File: config.mk
export PLATFORM = sky130hd
export DESIGN_NAME = eff_addr_unit
export DESIGN_NICKNAME = d
export VERILOG_FILES = /design/src/rtl/ea_pkg.sv /design/src/rtl/ea_abs_path.sv /design/src/rtl/ea_pcrel_path.sv /design/src/rtl/ea_imm_path.sv /design/src/rtl/eff_addr_unit.sv
export SDC_FILE = /design/constraint.sdc
export NUM_CORES = 1
export LEC_CHECK = 0
export BUFFER_PORTS_ARGS = -buffer_cell sky130_fd_sc_hd__buf_2
export CAP_MARGIN = 40
export CORE_UTILIZATION = 43
export DETAILED_ROUTE_END_ITERATION = 10
export HOLD_SLACK_MARGIN = 0.08
export PLACE_DENSITY = 0.81
export SYNTH_ARGS = -nofsm -noshare
export SYNTH_HDL_FRONTEND = slang
export SYNTH_HIERARCHICAL = 1
export SYNTH_SLANG_ARGS = --single-unit
File: constraint.sdc
create_clock -name clk -period 0.8 [get_ports clk]
set_clock_uncertainty 0.05 [all_clocks]
set_input_delay 0.16 -clock clk [delete_from_list [all_inputs] [get_ports clk]]
set_output_delay 0.16 -clock clk [all_outputs]
set_load 0.01 [all_outputs]
File: src/rtl/ea_pkg.sv
package ea_pkg;

    localparam int EA_W    = 24;
    localparam int IMM_W   = 32;
    localparam int SHORT_W = 8;
    localparam int MID_W   = 16;
    localparam int BIT_W   = 3;
    localparam int VEC_W   = 2;

    typedef enum logic [1:0] {
        MODE_ABS   = 2'b00,
        MODE_PCREL = 2'b01,
        MODE_IMM   = 2'b10,
        MODE_SHORT = 2'b11
    } ea_mode_e;

    localparam logic [1:0] SZ_NARROW = 2'b00;
    localparam logic [1:0] SZ_MID    = 2'b01;

endpackage

File: src/rtl/ea_abs_path.sv
module ea_abs_path #(
    parameter int AW      = ea_pkg::EA_W,
    parameter int SHORT_W = ea_pkg::SHORT_W,
    parameter int MID_W   = ea_pkg::MID_W
) (
    input  logic [AW-1:0] field,
    input  logic [1:0]    size,
    output logic [AW-1:0] addr,
    output logic          alias_flag
);
    localparam int PAD_S = AW - SHORT_W;
    localparam int PAD_M = AW - MID_W;

    logic [PAD_M-1:0] ext_bits;

    always_comb begin
        ext_bits   = {PAD_M{field[MID_W-1]}};
        alias_flag = 1'b0;
        unique case (size)
            ea_pkg::SZ_NARROW: addr = {{PAD_S{1'b1}}, field[SHORT_W-1:0]};
            ea_pkg::SZ_MID:    addr = {ext_bits, field[MID_W-1:0]};
            default: begin
                addr       = field;
                alias_flag = (field[AW-1:MID_W] != ext_bits);
            end
        endcase
    end
endmodule

File: src/rtl/ea_pcrel_path.sv
module ea_pcrel_path #(
    parameter int AW      = ea_pkg::EA_W,
    parameter int SHORT_W = ea_pkg::SHORT_W,
    parameter int MID_W   = ea_pkg::MID_W
) (
    input  logic [AW-1:0]    next_pc,
    input  logic [MID_W-1:0] disp,
    input  logic [1:0]       size,
    output logic [AW-1:0]    target,
    output logic             odd
);
    localparam int PAD_S = AW - SHORT_W;
    localparam int PAD_M = AW - MID_W;

    logic [AW-1:0] offset;

    always_comb begin
        if (size == ea_pkg::SZ_NARROW)
            offset = {{PAD_S{disp[SHORT_W-1]}}, disp[SHORT_W-1:0]};
        else
            offset = {{PAD_M{disp[MID_W-1]}}, disp};
        target = next_pc + offset;
        odd    = target[0];
    end
endmodule

File: src/rtl/ea_imm_path.sv
module ea_imm_path #(
    parameter int DW      = ea_pkg::IMM_W,
    parameter int SHORT_W = ea_pkg::SHORT_W,
    parameter int MID_W   = ea_pkg::MID_W,
    parameter int BIT_W   = ea_pkg::BIT_W,
    parameter int VEC_W   = ea_pkg::VEC_W
) (
    input  logic [DW-1:0] field,
    input  logic [1:0]    size,
    input  logic          short_form,
    output logic [DW-1:0] value
);
    always_comb begin
        if (short_form) begin
            if (size == ea_pkg::SZ_NARROW)
                value = {{(DW-BIT_W){1'b0}}, field[BIT_W-1:0]};
            else
                value = {{(DW-VEC_W){1'b0}}, field[VEC_W-1:0]};
        end else begin
            unique case (size)
                ea_pkg::SZ_NARROW: value = {{(DW-SHORT_W){1'b0}}, field[SHORT_W-1:0]};
                ea_pkg::SZ_MID:    value = {{(DW-MID_W){1'b0}}, field[MID_W-1:0]};
                default:           value = field;
            endcase
        end
    end
endmodule

File: src/rtl/eff_addr_unit.sv
module eff_addr_unit #(
    parameter int AW    = ea_pkg::EA_W,
    parameter int DW    = ea_pkg::IMM_W,
    parameter int WIN_W = ea_pkg::MID_W
) (
    input  logic          clk,
    input  logic          rst_n,
    input  logic          req_valid,
    input  logic [1:0]    req_mode,
    input  logic [1:0]    req_size,
    input  logic [DW-1:0] req_field,
    input  logic [AW-1:0] req_next_pc,
    output logic          done,
    output logic [AW-1:0] ea,
    output logic [WIN_W-1:0] win_addr,
    output logic [DW-1:0] imm,
    output logic          odd_err,
    output logic          alias_err
);
    import ea_pkg::*;

    typedef struct packed {
        logic          done;
        logic [AW-1:0] ea;
        logic [DW-1:0] imm;
        logic          odd;
        logic          alias_f;
    } res_t;

    res_t res_d, res_q;

    logic [AW-1:0] abs_addr;
    logic          abs_alias;
    logic [AW-1:0] rel_target;
    logic          rel_odd;
    logic [DW-1:0] imm_value;
    ea_mode_e      mode;

    assign mode = ea_mode_e'(req_mode);

    ea_abs_path #(.AW(AW), .SHORT_W(SHORT_W), .MID_W(MID_W)) u_abs (
        .field      (req_field[AW-1:0]),
        .size       (req_size),
        .addr       (abs_addr),
        .alias_flag (abs_alias)
    );

    ea_pcrel_path #(.AW(AW), .SHORT_W(SHORT_W), .MID_W(MID_W)) u_rel (
        .next_pc (req_next_pc),
        .disp    (req_field[MID_W-1:0]),
        .size    (req_size),
        .target  (rel_target),
        .odd     (rel_odd)
    );

    ea_imm_path #(.DW(DW), .SHORT_W(SHORT_W), .MID_W(MID_W),
                  .BIT_W(BIT_W), .VEC_W(VEC_W)) u_imm (
        .field      (req_field),
        .size       (req_size),
        .short_form (mode == MODE_SHORT),
        .value      (imm_value)
    );

    always_comb begin
        res_d      = res_q;
        res_d.done = req_valid;
        if (req_valid) begin
            res_d.ea      = '0;
            res_d.imm     = '0;
            res_d.odd     = 1'b0;
            res_d.alias_f = 1'b0;
            unique case (mode)
                MODE_ABS: begin
                    res_d.ea      = abs_addr;
                    res_d.alias_f = abs_alias;
                end
                MODE_PCREL: begin
                    res_d.ea  = rel_target;
                    res_d.odd = rel_odd;
                end
                default: res_d.imm = imm_value;
            endcase
        end
    end

    always_ff @(posedge clk or negedge rst_n) begin
        if (!rst_n) res_q <= '0;
        else        res_q <= res_d;
    end

    assign done      = res_q.done;
    assign ea        = res_q.ea;
    assign win_addr  = res_q.ea[WIN_W-1:0];
    assign imm       = res_q.imm;
    assign odd_err   = res_q.odd;
    assign alias_err = res_q.alias_f;

    AST_DONE_AFTER_REQ: assert property (@(posedge clk) disable iff (!rst_n)
        req_valid |=> done);
    AST_NO_SPURIOUS_DONE: assert property (@(posedge clk) disable iff (!rst_n)
        !req_valid |=> !done);
    AST_IDLE_HOLD: assert property (@(posedge clk) disable iff (!rst_n)
        !req_valid |=> ($stable(ea) && $stable(imm) && $stable(odd_err) && $stable(alias_err)));
    AST_SHORT_ABS_TOP: assert property (@(posedge clk) disable iff (!rst_n)
        (req_valid && req_mode == 2'b00 && req_size == 2'b00) |=> (ea[AW-1:SHORT_W] == '1));
    AST_ODD_ONLY_REL: assert property (@(posedge clk) disable iff (!rst_n)
        (req_valid && req_mode != 2'b01) |=> !odd_err);
    AST_ALIAS_ONLY_ABS: assert property (@(posedge clk) disable iff (!rst_n)
        (req_valid && req_mode != 2'b00) |=> !alias_err);
    AST_IMM_NO_ADDR: assert property (@(posedge clk) disable iff (!rst_n)
        (req_valid && req_mode[1]) |=> (ea == '0));
    AST_ADDR_NO_IMM: assert property (@(posedge clk) disable iff (!rst_n)
        (req_valid && !req_mode[1]) |=> (imm == '0));

endmodule

==> results of run 1 <==
[power breakdown]
part	total [uW]	switching [uW]	leakage (uW)	internal, uW
clock network	3180	1260	0.000113	1920
logic	5400	2710	0.00287	2700
registers	3460	210	0.000779	3250
total	12000	4180	0.00376	7870
[repair_timing]
item                                    in CTS  in global routing
endpoints found under the setup margin     124                131
setup buffers                               25                 24
pin swaps                                   43                 36
gates cloned                                 2                  0
hold endpoints to repair                    59                  0
gates resized for setup                     65                 85
hold buffers                                 1                  0
[cell usage in the layout (no fill, tap or decap), types with 7 or more instances in the layout]
master | synthesis | final
sky130_fd_sc_hd__o21ai_1 | 2 | 25
sky130_fd_sc_hd__nand3_2 | 0 | 23
sky130_fd_sc_hd__a21oi_1 | 30 | 15
sky130_fd_sc_hd__or2_2 | 8 | 8
sky130_fd_sc_hd__mux2i_1 | 24 | 23
sky130_fd_sc_hd__inv_2 | 0 | 7
sky130_fd_sc_hd__buf_2 | 13 | 124
sky130_fd_sc_hd__ha_4 | 0 | 13
sky130_fd_sc_hd__buf_4 | 30 | 137
sky130_fd_sc_hd__nand2_1 | 27 | 22
sky130_fd_sc_hd__nand3_1 | 38 | 14
sky130_fd_sc_hd__buf_6 | 6 | 25
sky130_fd_sc_hd__ha_1 | 23 | 8
sky130_fd_sc_hd__and2_4 | 10 | 25
sky130_fd_sc_hd__dfrtp_1 | 59 | 59
sky130_fd_sc_hd__o21ai_2 | 0 | 19
sky130_fd_sc_hd__xnor2_1 | 15 | 13
sky130_fd_sc_hd__a21oi_2 | 1 | 12
sky130_fd_sc_hd__inv_1 | 71 | 64
sky130_fd_sc_hd__clkbuf_8 | 0 | 11
sky130_fd_sc_hd__buf_12 | 0 | 9
sky130_fd_sc_hd__nor2_1 | 18 | 13
sky130_fd_sc_hd__o22ai_2 | 20 | 20
[registers in the layout, summed over array words and instances, names as in the netlist]
register   flops
ea            24
imm           32
odd_err        1
done           1
alias_err      1
[worst register-to-register path: stages, from the launching register on]
cell and delay, ns:
sky130_fd_sc_hd__dfrtp_1 0.40, sky130_fd_sc_hd__buf_4 0.14, sky130_fd_sc_hd__buf_4 0.12, sky130_fd_sc_hd__inv_1 0.08
sky130_fd_sc_hd__o22ai_2 0.09
[metrics by stage]
step | util | setup TNS, ns
after CTS | 0.6839 | -46.21
after global placement | 0.6101 | -44.17
after global routing | 0.7296 | -52.85
final | 0.7296 | -49.76
after floorplan | - | -34.73
after detailed placement | 0.6101 | -47.39
[worst max-delay path by stage]
stage                     cells after the start        start     end
after floorplan                              14  req_size[1]  ea[21]
after global placement                       14  req_size[1]  ea[21]
after detailed placement                     15  req_size[1]  ea[21]
after CTS                                    14  req_size[0]  ea[23]
after global routing                         15  req_size[0]  ea[17]
final                                        14  req_size[1]  ea[21]
[metal layers]
layer | vias up | share of wire
li1 | 2316 | -
met1 | 2499 | 0.39
met2 | 267 | 0.50
met3 | 84 | 0.050
met4 | 0 | 0.054
met5 | - | 0
[final cells by class]
class	count	area (sq um)	area share
well taps	136	170.2	0.02229
clock inverters	4	72.57	0.009507
multi-input cells	351	3282	0.4299
inverters	71	266.5	0.03491
clock buffers	12	155.1	0.02032
repair buffers	300	2211	0.2896
flip-flops and latches	59	1476	0.1934
[logic make-up (layout without fill, tap and decap cells)]
kind of cell               after synthesis  count (layout)  synth area share
and+or+nand+nor                        143             143            0.1763
muxes                                   25              25           0.05370
DFF                                     59              59            0.3153
AOI/OAI and AO/OA                      137             137            0.2105
adders and majority gates               24              24           0.06572
buffers and inverters                  125             387            0.1373
xor gates and xnor gates                22              22           0.04114
==> flow_summary.yaml, run 1 <==
run_status:
  outcome: "finished, violations left"
  failed_checks: "negative setup slack"
global_routing:
  groute.layer.met1.usage: 0.3409
  gr-total-overflow: 0
  global_route.peak_usage_layer: "met2"
  global_route.usage.total: 0.2795
  grt_first_pass_wirelength_microns: 24940
  grt.met3_usage: 0.02943
  antenna_violations_before_repair: 0
  grt_start_max_net_pins: 60
  number_of_global_route_vias_before_repair: 5040
  grt_use_met2: 0.4861
synthesis:
  yosys_most_used_dff: "sky130_fd_sc_hd__dfrtp_1"
  avgSynthCellArea_sq_um: 8.754
  synth_top_area_share: 0.3153
  synth.largest_area_cell: "sky130_fd_sc_hd__dfrtp_1"
  summed_instance_area_of_the_synthesized_netlist_sq_um: 4683
  yosys.cell_count.top_type: "sky130_fd_sc_hd__inv_1"
  syn_inst: 535
  async_flop_share: 1.000
  netlist_top_cells_area: "sky130_fd_sc_hd__dfrtp_1 (32%), sky130_fd_sc_hd__ha_1 (6.1%), sky130_fd_sc_hd__inv_1 (5.7%)"
  number_of_flops_mapped_to_enable_cells_by_yosys: 0
  postSynthRegisterBits: 59
  synth_sequential_area_ratio: 0.3153
  synth-warning-count: 6
  netlist-cell-type-count: 61
  synth_nets: 622
  post_synth_most_frequent_cells: "sky130_fd_sc_hd__inv_1 (71), sky130_fd_sc_hd__dfrtp_1 (59), sky130_fd_sc_hd__o21ai_0 (50)"
clock_network:
  clk_root_buffer_cell: "sky130_fd_sc_hd__clkbuf_8"
  clockBufferDepth: 2
  cts_made_buffers: 9
  cts.htree.levels: 3
  tritoncts_clock_tree: "done"
  path_clk_slew_ns: 0.07
  clock_insertion_delay_at_the_later_pin_of_the_skew_report_ns: 0.34
  cts_num_sinks: 59
critical_path:
  launch_instance_of_the_worst_register_to_register_path: "ea[6]"
  critical-path-top-delay-family: "compound AO/OA/AOI/OAI gates"
  timing.critical_path.cells: "buf_12, o21ai_4, nand2_4, ha_4, buf_6, nand4_4, o31ai_4, buf_6, a31oi_4, buf_4, a41oi_2, o2111ai_2, mux2i_1, o22ai_2"
  reg2reg_setup_slack_ns: -0.20
  slowest_stage: "sky130_fd_sc_hd__o31ai_4"
  timing.critical_path.from_type: "primary input"
  worst-path-max-fanout: 9
  critical_path_arrival_ns: 2.54
  timing.critical_path.to_type: "register"
  critPathMaxStageDelay_ns: 0.35
  cp_common_cell: "sky130_fd_sc_hd__buf_6"
  worst-path-buf-inv: 4
  required_ns: 0.97
  rr_worst_depth: 4
  crit-reg2reg-capture: "ea[6]"
  crit_type: "primary input to register"
detailed_routing:
  detailroute.via_count: 5166
  detail_route.first_pass.iterations: 5
  drc_violations_left: 0
  drt_wl_total_microns: 17900
  detail_route.iter0.violations: 356
  postRouteAntennaNets: 0
  wl_per_cell_microns: 19.18
  avgViaCountPerCell: 5.537
power:
  pwr_density_cell_nw_per_um2: 1578
  power_uw: 12050
  ir_worst_vdd_uv: 1069
  power.static_leakage_uw: 0.003763
final_layout:
  final_net_count: 879
  layout-area-overhead-vs-synth_pct: 63.00
  fin_cells: 933
  insertedDiodeCount: 0
  fin_area_sq_um: 7634
  drive_above_1_share: 0.6161
  filler_cell_count: 658
timing:
  layout_min_cycle_time_ns: 2.373
  report.final.hold_viol_count: 0
  grt_setup_unrepaired: "true"
  fmax_ghz: 0.4214
  final.hold.worst_slack_ns: 0.1175
  post_route_setup_slack_ns: -1.573
  final-max-slew-violation-count: 0
  worstMarginPinSlew_ns: 0.4491
  finalSetupViolations: 126
  min_period_over_period: 2.966
  max_slew_margin: 0.6995
die:
  die_width_microns: 106.4
  die_area_sq_um: 11310
  num_rows: 37
  core_area_sq_um: 10460
  initial_cell_density_of_the_core: 0.4476
  io_pins: 138
  chipHeight_microns: 106.4
place:
  detailed_place.area_sq_um: 6384
  buffer_ports.inserted: 137
  global_placer_s_final_weighted_congestion: 0.9174
  dp_hpwl_microns: 10720
  placed_cells_incl_taps: 871
  dp_worst_setup_slack_ns: -1.837
hold_path:
  holdCritPathClass: "primary input to register"
  timing.hold.worst_endpoint: "imm[24]"
  timing.hold.worst.start: "req_field[24]"
  min_path_cells: 4
flow_run:
  maxCapViolCount: 0
No activity file was read; power rests on OpenSTA's default activity.
==> run 2: changes to the inputs <==
--- a/config.mk
+++ b/config.mk
@@ -5,12 +5,13 @@
 export SDC_FILE = /design/constraint.sdc
 export NUM_CORES = 1
 export LEC_CHECK = 0
+export ABC_AREA = 1
 export BUFFER_PORTS_ARGS = -buffer_cell sky130_fd_sc_hd__buf_2
 export CAP_MARGIN = 40
 export CORE_UTILIZATION = 43
 export DETAILED_ROUTE_END_ITERATION = 10
 export HOLD_SLACK_MARGIN = 0.08
-export PLACE_DENSITY = 0.81
+export PLACE_DENSITY = 0.77
 export SYNTH_ARGS = -nofsm -noshare
 export SYNTH_HDL_FRONTEND = slang
 export SYNTH_HIERARCHICAL = 1
==> constraint.sdc (replaced) <==
create_clock -name clk -period 2.5 [get_ports clk]
set_clock_uncertainty 0.05 [all_clocks]
set_input_delay 0.5 -clock clk [delete_from_list [all_inputs] [get_ports clk]]
set_output_delay 0.5 -clock clk [all_outputs]
set_load 0.01 [all_outputs]
==> run 2 against run 1 <==
Effect of this change: the run now ends clean; combinational power shrank 77%; wire length shrank 13%; first-iteration DRC count grew 36%; sequential power shrank 68%; register-to-register slack gained 2.0 ns; final cell count grew 22%; sequential share of layout area grew 3.1 points; worst setup slack gained 1.7 ns; synthesized cell count grew 60%; core utilization shrank 17 points; cell area shrank 14%; synthesized area grew 12%; critical path type unchanged; critical endpoint is now ea[20]; largest power group is now clock.
==> flow_summary.yaml, run 2 <==
run_status:
  outcome: "finished clean"
synthesis:
  synth_sequential_area_ratio: 0.2817
  number_of_flops_mapped_to_enable_cells_by_yosys: 0
  netlist-cell-type-count: 28
  syn_inst: 854
  synth.largest_area_cell: "sky130_fd_sc_hd__dfrtp_1"
  synth-warning-count: 6
  synth_nets: 941
  postSynthRegisterBits: 59
  netlist_top_cells_area: "sky130_fd_sc_hd__dfrtp_1 (28%), sky130_fd_sc_hd__nand2_1 (27%), sky130_fd_sc_hd__nand3_1 (7.4%)"
  avgSynthCellArea_sq_um: 6.137
  synth_top_area_share: 0.2817
  async_flop_share: 1.000
  summed_instance_area_of_the_synthesized_netlist_sq_um: 5241
  yosys.cell_count.top_type: "sky130_fd_sc_hd__nand2_1"
  yosys_most_used_dff: "sky130_fd_sc_hd__dfrtp_1"
  post_synth_most_frequent_cells: "sky130_fd_sc_hd__nand2_1 (382), sky130_fd_sc_hd__inv_1 (104), sky130_fd_sc_hd__nand3_1 (78)"
hold_path:
  holdCritPathClass: "primary input to async pin"
global_routing:
  grt_start_max_net_pins: 59
  grt_first_pass_wirelength_microns: 25200
  global_route.usage.total: 0.2528
  number_of_global_route_vias_before_repair: 5061
  gr-total-overflow: 0
  antenna_violations_before_repair: 0
critical_path:
  critical_path_arrival_ns: 2.60
  timing.critical_path.cells: "buf_2, nor2_4, nand2_2, nand2_2, inv_1, buf_12, ha_4, nand2_1, nor2_1, and2_4, nand3b_1, nand3_1, nand2_1, nand2_1, nand3_1, nand2_1, nand2_1, nand2_1"
  required_ns: 2.72
  slowest_stage: "sky130_fd_sc_hd__ha_4"
  cp_common_cell: "sky130_fd_sc_hd__nand2_1"
  crit_type: "primary input to register"
  worst-path-max-fanout: 9
  timing.critical_path.to_type: "register"
  timing.critical_path.from_type: "primary input"
  critPathMaxStageDelay_ns: 0.29
detailed_routing:
  detail_route.iter0.violations: 484
  drt_wl_total_microns: 15590
  detail_route.first_pass.iterations: 6
  wl_per_cell_microns: 13.73
  detailroute.via_count: 5562
  postRouteAntennaNets: 0
  drc_violations_left: 0
  avgViaCountPerCell: 4.900
final_layout:
  layout-area-overhead-vs-synth_pct: 25.38
  final_net_count: 1074
  fin_cells: 1135
  fin_area_sq_um: 6571
  largest_register_ff_count: 32
  insertedDiodeCount: 0
  most-common-layout-cells: "sky130_fd_sc_hd__nand2_1 (375), sky130_fd_sc_hd__buf_2 (137), sky130_fd_sc_hd__inv_1 (102), sky130_fd_sc_hd__nand3_1 (77), sky130_fd_sc_hd__nor2_1 (65)"
  drive_above_1_share: 0.2681
  mostFrequentLayoutCell: "sky130_fd_sc_hd__nand2_1"
die:
  num_rows: 39
  chipHeight_microns: 112.4
  core_area_sq_um: 11660
  die_area_sq_um: 12630
  die_width_microns: 112.4
  initial_cell_density_of_the_core: 0.4494
  io_pins: 138
timing:
  fmax_ghz: 0.4203
  final-max-slew-violation-count: 0
  report.final.hold_viol_count: 0
  layout_min_cycle_time_ns: 2.379
  min_period_over_period: 0.9518
  worstMarginPinSlew_ns: 0.6064
  finalSetupViolations: 0
  max_slew_margin: 0.5958
place:
  global_placer_s_final_weighted_congestion: 0.9249
  buffer_ports.inserted: 137
  dp_hpwl_microns: 11940
  placed_cells_incl_taps: 1115
  detailed_place.area_sq_um: 6022
clock_network:
  clockBufferDepth: 2
  path_clk_slew_ns: 0.06
  clk_root_buffer_cell: "sky130_fd_sc_hd__clkbuf_16"
  cts.htree.levels: 3
  clock_insertion_delay_at_the_later_pin_of_the_skew_report_ns: 0.32
  tritoncts_clock_tree: "done"
  cts_num_sinks: 59
  cts_made_buffers: 9
  holdBufCountCts: 0
power:
  pwr_density_cell_nw_per_um2: 559.0
  power_uw: 3673
  power.static_leakage_uw: 0.004084
  ir_worst_vdd_uv: 464.3
flow_run:
  maxCapViolCount: 0
## run 2: cell types whose count changed after synthesis, moves of 17 or more
cell | previous run | this run
sky130_fd_sc_hd__o22ai_2 | 20 | 0
sky130_fd_sc_hd__inv_1 | 71 | 104
sky130_fd_sc_hd__mux2i_1 | 24 | 0
sky130_fd_sc_hd__o21ai_0 | 50 | 1
sky130_fd_sc_hd__a21oi_1 | 30 | 13
sky130_fd_sc_hd__nand2_2 | 0 | 20
sky130_fd_sc_hd__nand3_1 | 38 | 78
sky130_fd_sc_hd__nand2_1 | 27 | 382
sky130_fd_sc_hd__nor2_1 | 18 | 69
## run 2: metal layers
metal / GRT usage / share of wire / vias up / routed length, microns
met5: 0 / 0 / - / 0
met4: 0.08089 / 0.021 / 0 / 320
met3: 0.04266 / 0.063 / 28 / 975
met2: 0.4083 / 0.46 / 208 / 7116
met1: 0.3452 / 0.46 / 2504 / 7175
li1: - / - / 2822 / -
## run 2: where the power goes
| group | internal [uW] | switching [uW] |
|---|---|---|
| Clock | 878 | 468 |
| Sequential | 1040 | 53.6 |
| Combinational | 486 | 751 |
## run 2: worst paths after layout
| check | cells past startpoint | endpoint | from | slack [ns] |
|---|---|---|---|---|
| worst max-delay path | 18 | ea[20] | req_size[1] | 0.12 |
| worst min-delay path | 1 | imm[29] | rst_n | 0.11 |
| worst max register to register | 2 | ea[15] | ea[15] | 1.77 |
| worst min register to register | 2 | imm[18] | imm[18] | 0.42 |
| max in group asynchronous | 2 | imm[11] | rst_n | 1.72 |
| min in group clk | 3 | imm[0] | req_field[0] | 0.40 |
## run 2: cells by family (layout without fill, tap and decap cells)
group                      count (synthesis)  in the layout  share of synthesized area
AOI/OAI and AO/OA                         19             19                    0.02315
xor gates and xnor gates                  12             12                    0.02005
adders and majority gates                 24             24                    0.05873
buffers and inverters                    165            303                     0.1535
DFF                                       59             59                     0.2817
and+or+nand+nor                          575            575                     0.4629
## run 2: area by class of cell
class	instances	area, sq um
flip-flops and latches	59	1476
fillers	1144	5091
repair buffers	177	1027
clock buffers	9	225.2
clock inverters	7	100.1
multi-input cells	630	3148
well taps	143	178.9
inverters	110	415.4
## run 2: what timing repair did
item                       CTS  global route
setup endpoints to repair    0            13
buffers inserted             0             4
gates resized for setup      0            35
## run 2: critical path: cells and delay by family
family	cells	cell delay, ns
and+or+nand+nor	14	1.45
buffers and inverters	3	0.35
adders and majority gates	1	0.29
## run 2: through the flow
| step | utilization | setup slack, ns | hold slack, ns | TNS (ns) |
|---|---|---|---|---|
| after floorplan | - | 0.1974 | 0.1544 | 0 |
| after global placement | 0.5164 | -0.1991 | 0.4094 | -1.768 |
| after detailed placement | 0.5164 | -0.2512 | 0.4109 | -2.076 |
| after CTS | 0.5443 | 0.06057 | 0.1163 | 0 |
| after global routing | 0.5635 | -0.02898 | 0.1456 | -0.08038 |
| final | 0.5635 | 0.1205 | 0.1072 | 0 |
